===== src/rtl/fs_status_pkg.sv =====
package fs_status_pkg;
   localparam int MODE_W = 3;

   typedef enum logic [MODE_W-1:0] {
      FS_IDLE      = 3'd0,
      FS_PROG      = 3'd1,
      FS_ERASE     = 3'd2,
      FS_SUSP      = 3'd3,
      FS_SUSP_PROG = 3'd4
   } fs_mode_e;

   // index of each toggle flip-flop in the toggle vector
   localparam int TOG_MAIN = 0;
   localparam int TOG_ALT  = 1;
   localparam int TOG_NUM  = 2;
endpackage


===== src/rtl/fs_toggle_ctrl.sv =====
module fs_toggle_ctrl
   import fs_status_pkg::*;
#(
   parameter bit ALT_HIT_GATE = 1'b1
) (
   input  fs_mode_e            mode_e,
   input  logic                rd_strobe,
   input  logic                sector_hit,
   output logic [TOG_NUM-1:0]  tog_en
);
   logic main_cond;
   logic alt_mode;
   logic alt_cond;

   always_comb begin
      main_cond = (mode_e == FS_PROG) || (mode_e == FS_ERASE) ||
                  (mode_e == FS_SUSP_PROG);
      alt_mode  = (mode_e == FS_ERASE) || (mode_e == FS_SUSP);
   end

   generate
      if (ALT_HIT_GATE) begin : g_alt_gated
         assign alt_cond = alt_mode && sector_hit;
      end else begin : g_alt_free
         assign alt_cond = alt_mode;
      end
   endgenerate

   assign tog_en[TOG_MAIN] = rd_strobe && main_cond;
   assign tog_en[TOG_ALT]  = rd_strobe && alt_cond;
endmodule


===== src/rtl/fs_toggle_cell.sv =====
module fs_toggle_cell #(
   parameter bit INIT = 1'b0
) (
   input  logic clk,
   input  logic rst_n,
   input  logic en,
   output logic q
);
   always_ff @(posedge clk or negedge rst_n) begin
      if (!rst_n)  q <= INIT;
      else if (en) q <= ~q;
   end

   // one inversion per enabled cycle, hold otherwise
   p_flip_r4: assert property (@(posedge clk) disable iff (!rst_n)
      en |=> (q != $past(q)));
   p_hold_r6: assert property (@(posedge clk) disable iff (!rst_n)
      !en |=> (q == $past(q)));
endmodule


===== src/rtl/fs_status_mux.sv =====
module fs_status_mux
   import fs_status_pkg::*;
#(
   parameter int DATA_W    = 8,
   parameter int POLL_BIT  = 7,
   parameter int MAIN_BIT  = 6,
   parameter int FAIL_BIT  = 5,
   parameter int TIMER_BIT = 3,
   parameter int ALT_BIT   = 2
) (
   input  fs_mode_e            mode_e,
   input  logic                sector_hit,
   input  logic [DATA_W-1:0]   prog_byte,
   input  logic                limit_hit,
   input  logic                window_closed,
   input  logic [DATA_W-1:0]   array_byte,
   input  logic [TOG_NUM-1:0]  tog_q,
   output logic [DATA_W-1:0]   status_byte
);
   always_comb begin
      status_byte = '0;
      case (mode_e)
         FS_PROG: begin
            status_byte[POLL_BIT] = ~prog_byte[POLL_BIT];
            status_byte[MAIN_BIT] = tog_q[TOG_MAIN];
            status_byte[FAIL_BIT] = limit_hit;
            status_byte[ALT_BIT]  = tog_q[TOG_ALT];
         end
         FS_ERASE: begin
            status_byte[MAIN_BIT]  = tog_q[TOG_MAIN];
            status_byte[FAIL_BIT]  = limit_hit;
            status_byte[TIMER_BIT] = window_closed;
            status_byte[ALT_BIT]   = tog_q[TOG_ALT];
         end
         FS_SUSP: begin
            if (sector_hit) begin
               status_byte[POLL_BIT] = 1'b1;
               status_byte[MAIN_BIT] = tog_q[TOG_MAIN];
               status_byte[ALT_BIT]  = tog_q[TOG_ALT];
            end else begin
               status_byte = array_byte;
            end
         end
         FS_SUSP_PROG: begin
            status_byte[POLL_BIT] = ~prog_byte[POLL_BIT];
            status_byte[MAIN_BIT] = tog_q[TOG_MAIN];
            status_byte[FAIL_BIT] = limit_hit;
         end
         default: status_byte = array_byte;
      endcase
   end
endmodule


===== src/rtl/fs_status_gen.sv =====
module fs_status_gen
   import fs_status_pkg::*;
#(
   parameter int DATA_W       = 8,
   parameter int POLL_BIT     = 7,
   parameter int MAIN_BIT     = 6,
   parameter int FAIL_BIT     = 5,
   parameter int TIMER_BIT    = 3,
   parameter int ALT_BIT      = 2,
   parameter bit ALT_HIT_GATE = 1'b1,
   parameter bit TOG_INIT     = 1'b0
) (
   input  logic              clk,
   input  logic              rst_n,
   input  logic [2:0]        mode,
   input  logic              rd_strobe,
   input  logic              sector_hit,
   input  logic [DATA_W-1:0] prog_byte,
   input  logic              limit_hit,
   input  logic              window_closed,
   input  logic [DATA_W-1:0] array_byte,
   output logic [DATA_W-1:0] status_byte
);
   localparam int MAX_BIT = DATA_W - 1;

   // elaboration-time parameter checks
   if (DATA_W < 8) begin : g_bad_width
      $error("fs_status_gen: DATA_W must be at least 8");
   end
   if (POLL_BIT > MAX_BIT || MAIN_BIT > MAX_BIT || FAIL_BIT > MAX_BIT ||
       TIMER_BIT > MAX_BIT || ALT_BIT > MAX_BIT) begin : g_bad_pos
      $error("fs_status_gen: status bit position outside the data width");
   end
   if (POLL_BIT == MAIN_BIT || POLL_BIT == FAIL_BIT || POLL_BIT == TIMER_BIT ||
       POLL_BIT == ALT_BIT  || MAIN_BIT == FAIL_BIT || MAIN_BIT == TIMER_BIT ||
       MAIN_BIT == ALT_BIT  || FAIL_BIT == TIMER_BIT || FAIL_BIT == ALT_BIT ||
       TIMER_BIT == ALT_BIT) begin : g_bad_overlap
      $error("fs_status_gen: status bit positions overlap");
   end

   fs_mode_e            mode_e;
   logic [TOG_NUM-1:0]  tog_en;
   logic [TOG_NUM-1:0]  tog_q;

   assign mode_e = fs_mode_e'(mode);

   fs_toggle_ctrl #(.ALT_HIT_GATE(ALT_HIT_GATE)) u_ctrl (
      .mode_e     (mode_e),
      .rd_strobe  (rd_strobe),
      .sector_hit (sector_hit),
      .tog_en     (tog_en)
   );

   for (genvar gi = 0; gi < TOG_NUM; gi++) begin : g_tog
      fs_toggle_cell #(.INIT(TOG_INIT)) u_cell (
         .clk   (clk),
         .rst_n (rst_n),
         .en    (tog_en[gi]),
         .q     (tog_q[gi])
      );
   end

   fs_status_mux #(
      .DATA_W   (DATA_W),
      .POLL_BIT (POLL_BIT),
      .MAIN_BIT (MAIN_BIT),
      .FAIL_BIT (FAIL_BIT),
      .TIMER_BIT(TIMER_BIT),
      .ALT_BIT  (ALT_BIT)
   ) u_mux (
      .mode_e        (mode_e),
      .sector_hit    (sector_hit),
      .prog_byte     (prog_byte),
      .limit_hit     (limit_hit),
      .window_closed (window_closed),
      .array_byte    (array_byte),
      .tog_q         (tog_q),
      .status_byte   (status_byte)
   );

   // pass-through modes present array data
   p_pass_r2: assert property (@(posedge clk) disable iff (!rst_n)
      (mode == 3'd0 || mode > 3'd4) |-> (status_byte == array_byte));
   p_pass_r8: assert property (@(posedge clk) disable iff (!rst_n)
      (mode == 3'd3 && !sector_hit) |-> (status_byte == array_byte));
   // polling bit is the inverse of the programmed bit
   p_poll_r3: assert property (@(posedge clk) disable iff (!rst_n)
      (mode == 3'd1 || mode == 3'd4) |-> (status_byte[POLL_BIT] != prog_byte[POLL_BIT]));
   p_noalt_r9: assert property (@(posedge clk) disable iff (!rst_n)
      (mode == 3'd4) |-> (status_byte[ALT_BIT] == 1'b0 && status_byte[TIMER_BIT] == 1'b0));
   // erase reports polling low and the window flag
   p_erase_r5: assert property (@(posedge clk) disable iff (!rst_n)
      (mode == 3'd2) |-> (status_byte[POLL_BIT] == 1'b0 &&
                          status_byte[TIMER_BIT] == window_closed));
   // suspended-sector reads keep bit 6 frozen across consecutive reads
   p_frozen_r7: assert property (@(posedge clk) disable iff (!rst_n)
      (mode == 3'd3 && sector_hit) |=>
         ((mode == 3'd3 && sector_hit) -> $stable(status_byte[MAIN_BIT])));
   // a program-mode strobe never moves bit 2
   p_altheld_r6: assert property (@(posedge clk) disable iff (!rst_n)
      (mode == 3'd1) |=> ((mode == 3'd1) -> $stable(status_byte[ALT_BIT])));
endmodule


===== config.mk =====
export PLATFORM = sky130hd
export DESIGN_NAME = fs_status_gen
export DESIGN_NICKNAME = d
export VERILOG_FILES = /design/src/rtl/fs_status_pkg.sv /design/src/rtl/fs_toggle_ctrl.sv /design/src/rtl/fs_toggle_cell.sv /design/src/rtl/fs_status_mux.sv /design/src/rtl/fs_status_gen.sv
export SDC_FILE = /design/constraint.sdc
export NUM_CORES = 1
export LEC_CHECK = 0
export BUFFER_PORTS_ARGS = -buffer_cell sky130_fd_sc_hd__buf_4
export CAP_MARGIN = 20
export CELL_PAD_IN_SITES_DETAIL_PLACEMENT = 0
export CELL_PAD_IN_SITES_GLOBAL_PLACEMENT = 1
export CORE_MARGIN = 5
export CORE_UTILIZATION = 22
export CTS_BUF_LIST = sky130_fd_sc_hd__clkbuf_16
export DETAILED_ROUTE_END_ITERATION = 8
export GPL_TIMING_DRIVEN = 0
export PLACE_DENSITY = 0.73
export RECOVER_POWER = 25
export SLEW_MARGIN = 20
export SYNTH_ARGS = -nofsm -noshare
export SYNTH_HDL_FRONTEND = slang
export SYNTH_SLANG_ARGS = --single-unit

===== constraint.sdc =====
create_clock -name clk -period 1.5 [get_ports clk]
set_clock_uncertainty 0.15 [all_clocks]
set_input_delay 0.15 -clock clk [delete_from_list [all_inputs] [get_ports clk]]
set_output_delay 0.15 -clock clk [all_outputs]
set_load 0.005 [all_outputs]

==> summary.md <==
The post-route netlist has 51.4% of its cells at a drive strength greater than 1. The switching share of total power is 25.0%, and the total standard cell area after synthesis is 343 µm². For the worst setup path, the data required time is 1.20 ns. The first-pass GRT wire length was 1810 µm.

The slew at the pin closest to its max-slew limit is 0.404 ns. The clock-pin slew on the worst setup and hold paths is 0.03 ns, and the area added between synthesis and finish is 90.9%. The most flop-heavy register is g_tog.u_cell.q. The maximum level of the CTS H-tree was 1; the sequential share of power was 14.5%.

Sum of overflow across all layers after global routing: 0. For this design the top-level I/O count stands at 33. TritonCTS built the clock tree. Adding up every negative setup slack in the final design gives -0.0404 ns. Across the run, the number of max-cap violations was 0. The detailed router finished its first iteration with 2 violations.

The number of cells on the worst reg-to-reg path is 2. In this run the biggest area consumer among cell types represents 14.6% of the synthesized area. The buffering stage count on the worst path with inverters included was 1.

The root buffer cell chosen for the clock tree is clkbuf_16. By area the synthesized netlist is led by dfrtp_1, and2_1, xnor2_1. Routed length per instance: 12.8 µm. In this run the horizontal extent of the chip is 49.5 µm. The maximum cell stage delay along the critical path works out to 0.38 ns. Via count of the first global-routing pass: 446.

Of the total power, combinational logic draws 31.5%. For the global-route usage over all layers, the log shows 9.47%. The worst register-to-register path begins at g_tog[0].u_cell.q. Starting density of the core: 23.0%.

The post-detailed-route count of antenna-violating nets is 0, and the number of buffers added on ports is 25. The run gives -0.0404 ns as the worst path setup slack after routing. The run finished, with violations left. Of all nets on the critical path, the largest fanout is 3.

Via-per-instance ratio: 4.93. The total wire length after detailed routing was 1120 µm. Worst min-delay path startpoint: sector_hit. Number of flops mapped to enable cells by yosys: 0.

For the data arrival time at the worst-slack endpoint, the log shows 1.24 ns. Fill cells in the final layout number 154. The initialized floorplan defines 14 standard-cell rows. Summing the sequential cell areas from Yosys gives 14.6% of the chip area.

The critical path is of the reg2out type. Clock latency on the worst-skew pair, taken at its later pin, is 0.22 ns. In the routed design, unresolved DRC markers number 0.

The path class of the tightest hold or removal check is in2reg. For the switching power, the log shows 0.190 mW. During synthesis, Yosys emitted a total of 0 warnings. The critical path goes through mux2i_1 -> o21ai_1 -> a221o_1 -> buf_4. Counting every net in the synthesized netlist gives 67. The number of sinks handled by clock tree synthesis is 2. The run gives 11 as the maximum number of pins on one net before global-route repair. The estimated wirelength of the detail-placed design is 848 µm.

In the synthesized netlist, the number of instances is 42. The logs give 649 MHz for the fmax and 551 µm² for the cell area after placement. The summed area of non-filler cells in the final layout was 654 µm²; the fraction of the cycle the final worst path needs was 103%. The final reports fail on negative setup slack. The core region is 0.00149 mm². Die span in y: 49.5 µm.

In the synthesized netlist the dominant register cell turns out to be dfrtp_1. Setup repair after global routing could not meet its margin everywhere. The tools report the endpoint of the worst hold-timing path as g_tog[1].u_cell.q. In this run, synthesis produced a sequential element count of 2. STA classifies the critical path startpoint as a register. The tools report the total count of max-transition violations in the final report as 0. In this run the critical register-to-register path is captured at g_tog[0].u_cell.q. The worst hold path passes through 3 cells. The total power per unit cell area works out to 1160 mW/mm².

The CTS buffer count was 3; the async set or reset register ratio after synthesis was 100%. The average instance in the mapped netlist occupies 8.16 µm². The die covers 0.00245 mm². The run gives 0 as the number of diodes. The clock network is responsible for 54.0% of the overall power.

Across the VDD grid, the largest voltage drop is 0.444 mV. Element type at the critical path end: an output port. Kind of cell with the highest combined delay on the critical path: flip-flops. The synthesized design spends more area on one cell type than any other, namely dfrtp_1. The register with the most flip-flops in the layout has 2 of them. The internal portion of the total power is 0.570 mW. The worst path needs 1.54 ns of the cycle, external delays included.

The tools report the static leakage as 0.306 nW. The logs give 0 for the number of hold violations in the final report and 30 for the distinct cell type count of the synthesized netlist. Before antenna repair, the detailed router went through 3 iterations. The largest registers in the layout are g_tog.u_cell.q (2). Setup slack on the worst reg-to-reg path comes out at 0.59 ns.

By count the netlist is led by and2_1, inv_1, o21ai_0. The total of endpoints with negative setup slack in the final report was 1. Number of buffers between clock root and the deepest sink: 2.

For this design, the slowest cell found on the critical path is dfrtp_1. After the last flow step, the layout net total stands at 99. Routability-driven placement finished with a final weighted congestion of 0.737. The tools report the number of antenna violations at the first check in global routing as 0.

The final core utilization was 43.9%. The via count is 434. The worst pin sits at a relative slew slack of 73.0%.
==> layer usage <==
| metal | up-vias | part of all wire (%) | global-route usage [%] | routed length [µm] |
|---|---|---|---|---|
| met5 | - | 0 | 0 | 0 |
| met4 | 0 | 2.0 | 5.24 | 22 |
| met3 | 5 | 13 | 5.42 | 151 |
| met2 | 23 | 42 | 13.1 | 476 |
| met1 | 187 | 42 | 11.3 | 472 |
| li1 | 219 | - | - | - |
==> final cells by class <==
| class | instances | area (µm²) | area share, % |
|---|---|---|---|
| Timing Repair Buffer | 27 | 201 | 30.8 |
| Sequential cell | 2 | 50.0 | 7.65 |
| Buffer | 3 | 26.3 | 4.02 |
| Tap cell | 16 | 20.0 | 3.06 |
| Multi-Input combinational cell | 33 | 264 | 40.3 |
| Inverter | 4 | 17.5 | 2.68 |
| Clock buffer | 3 | 75.1 | 11.5 |
==> repair_timing <==
| action | in CTS | in global routing |
|---|---|---|
| setup endpoints to repair | 1 | 7 |
| endpoints found under the hold margin | 2 | 0 |
| setup buffers | 1 | 0 |
| pin swaps | 0 | 0 |
| hold buffers | 1 | 0 |
| gates resized for setup | 1 | 2 |
==> kinds of logic after synthesis <==
kind of cell,count (synthesis),share of synthesized area [%]
compound gates,17,39.4
xor+xnor,3,7.67
fa+ha+maj,1,3.28
buf+inv,7,12.8
flops,2,14.6
mux,1,2.92
simple gates,11,19.3
==> cells in the final DEF, fill, tap and decap left out, types with 2 or more instances in the layout <==
master / instances
o21a_1: 2
o21ai_0: 2
xnor2_1: 2
nand3b_1: 2
nor2b_1: 2
dfrtp_1: 2
inv_1: 3
clkbuf_16: 3
buf_4: 27
and2_1: 3
o21ai_1: 2
==> tightest hold or removal path, stage by stage <==
cell,delay (ns)
buf_4,0.12
nand3_1,0.08
xnor2_1,0.06
==> worst max-delay path by stage <==
stage                       from             end  depth (start not counted)  slack (ns)
3_5_place_dp             mode[1]  status_byte[3]                          6        0.01
5_1_grt        g_tog[0].u_cell.q  status_byte[6]                          4       -0.11
2_1_floorplan  g_tog[0].u_cell.q  status_byte[6]                          3        0.32
3_3_place_gp             mode[1]  status_byte[3]                          6      -0.003
4_1_cts        g_tog[0].u_cell.q  status_byte[6]                          4       -0.04
6_report       g_tog[0].u_cell.q  status_byte[6]                          4       -0.04
==> power by group through the flow <==
| stage | sequential, mW | clock (mW) | combinational, mW |
|---|---|---|---|
| CTS | 0.108 | 0.410 | 0.236 |
| global route | 0.117 | 0.416 | 0.270 |
| global placement | 0.115 | 0 | 0.204 |
| floorplan | 0.106 | 0 | 0.117 |
| detailed placement | 0.114 | 0 | 0.206 |
| finish | 0.110 | 0.410 | 0.239 |
==> metrics by stage <==
| stage | power, mW | hold slack, ns | std cells | worst slack, ns |
|---|---|---|---|---|
| 6_report | 0.759 | 0.0787 | 88 | -0.0404 |
| 5_1_grt | 0.803 | 0.112 | 88 | -0.107 |
| 3_5_place_dp | 0.320 | -0.217 | 83 | 0.0123 |
| 3_3_place_gp | 0.319 | -0.218 | 83 | -0.00296 |
| 4_1_cts | 0.754 | 0.0817 | 88 | -0.0431 |
| 2_1_floorplan | 0.223 | -0.296 | 42 | 0.319 |
No activity file was read; power rests on OpenSTA's default activity.
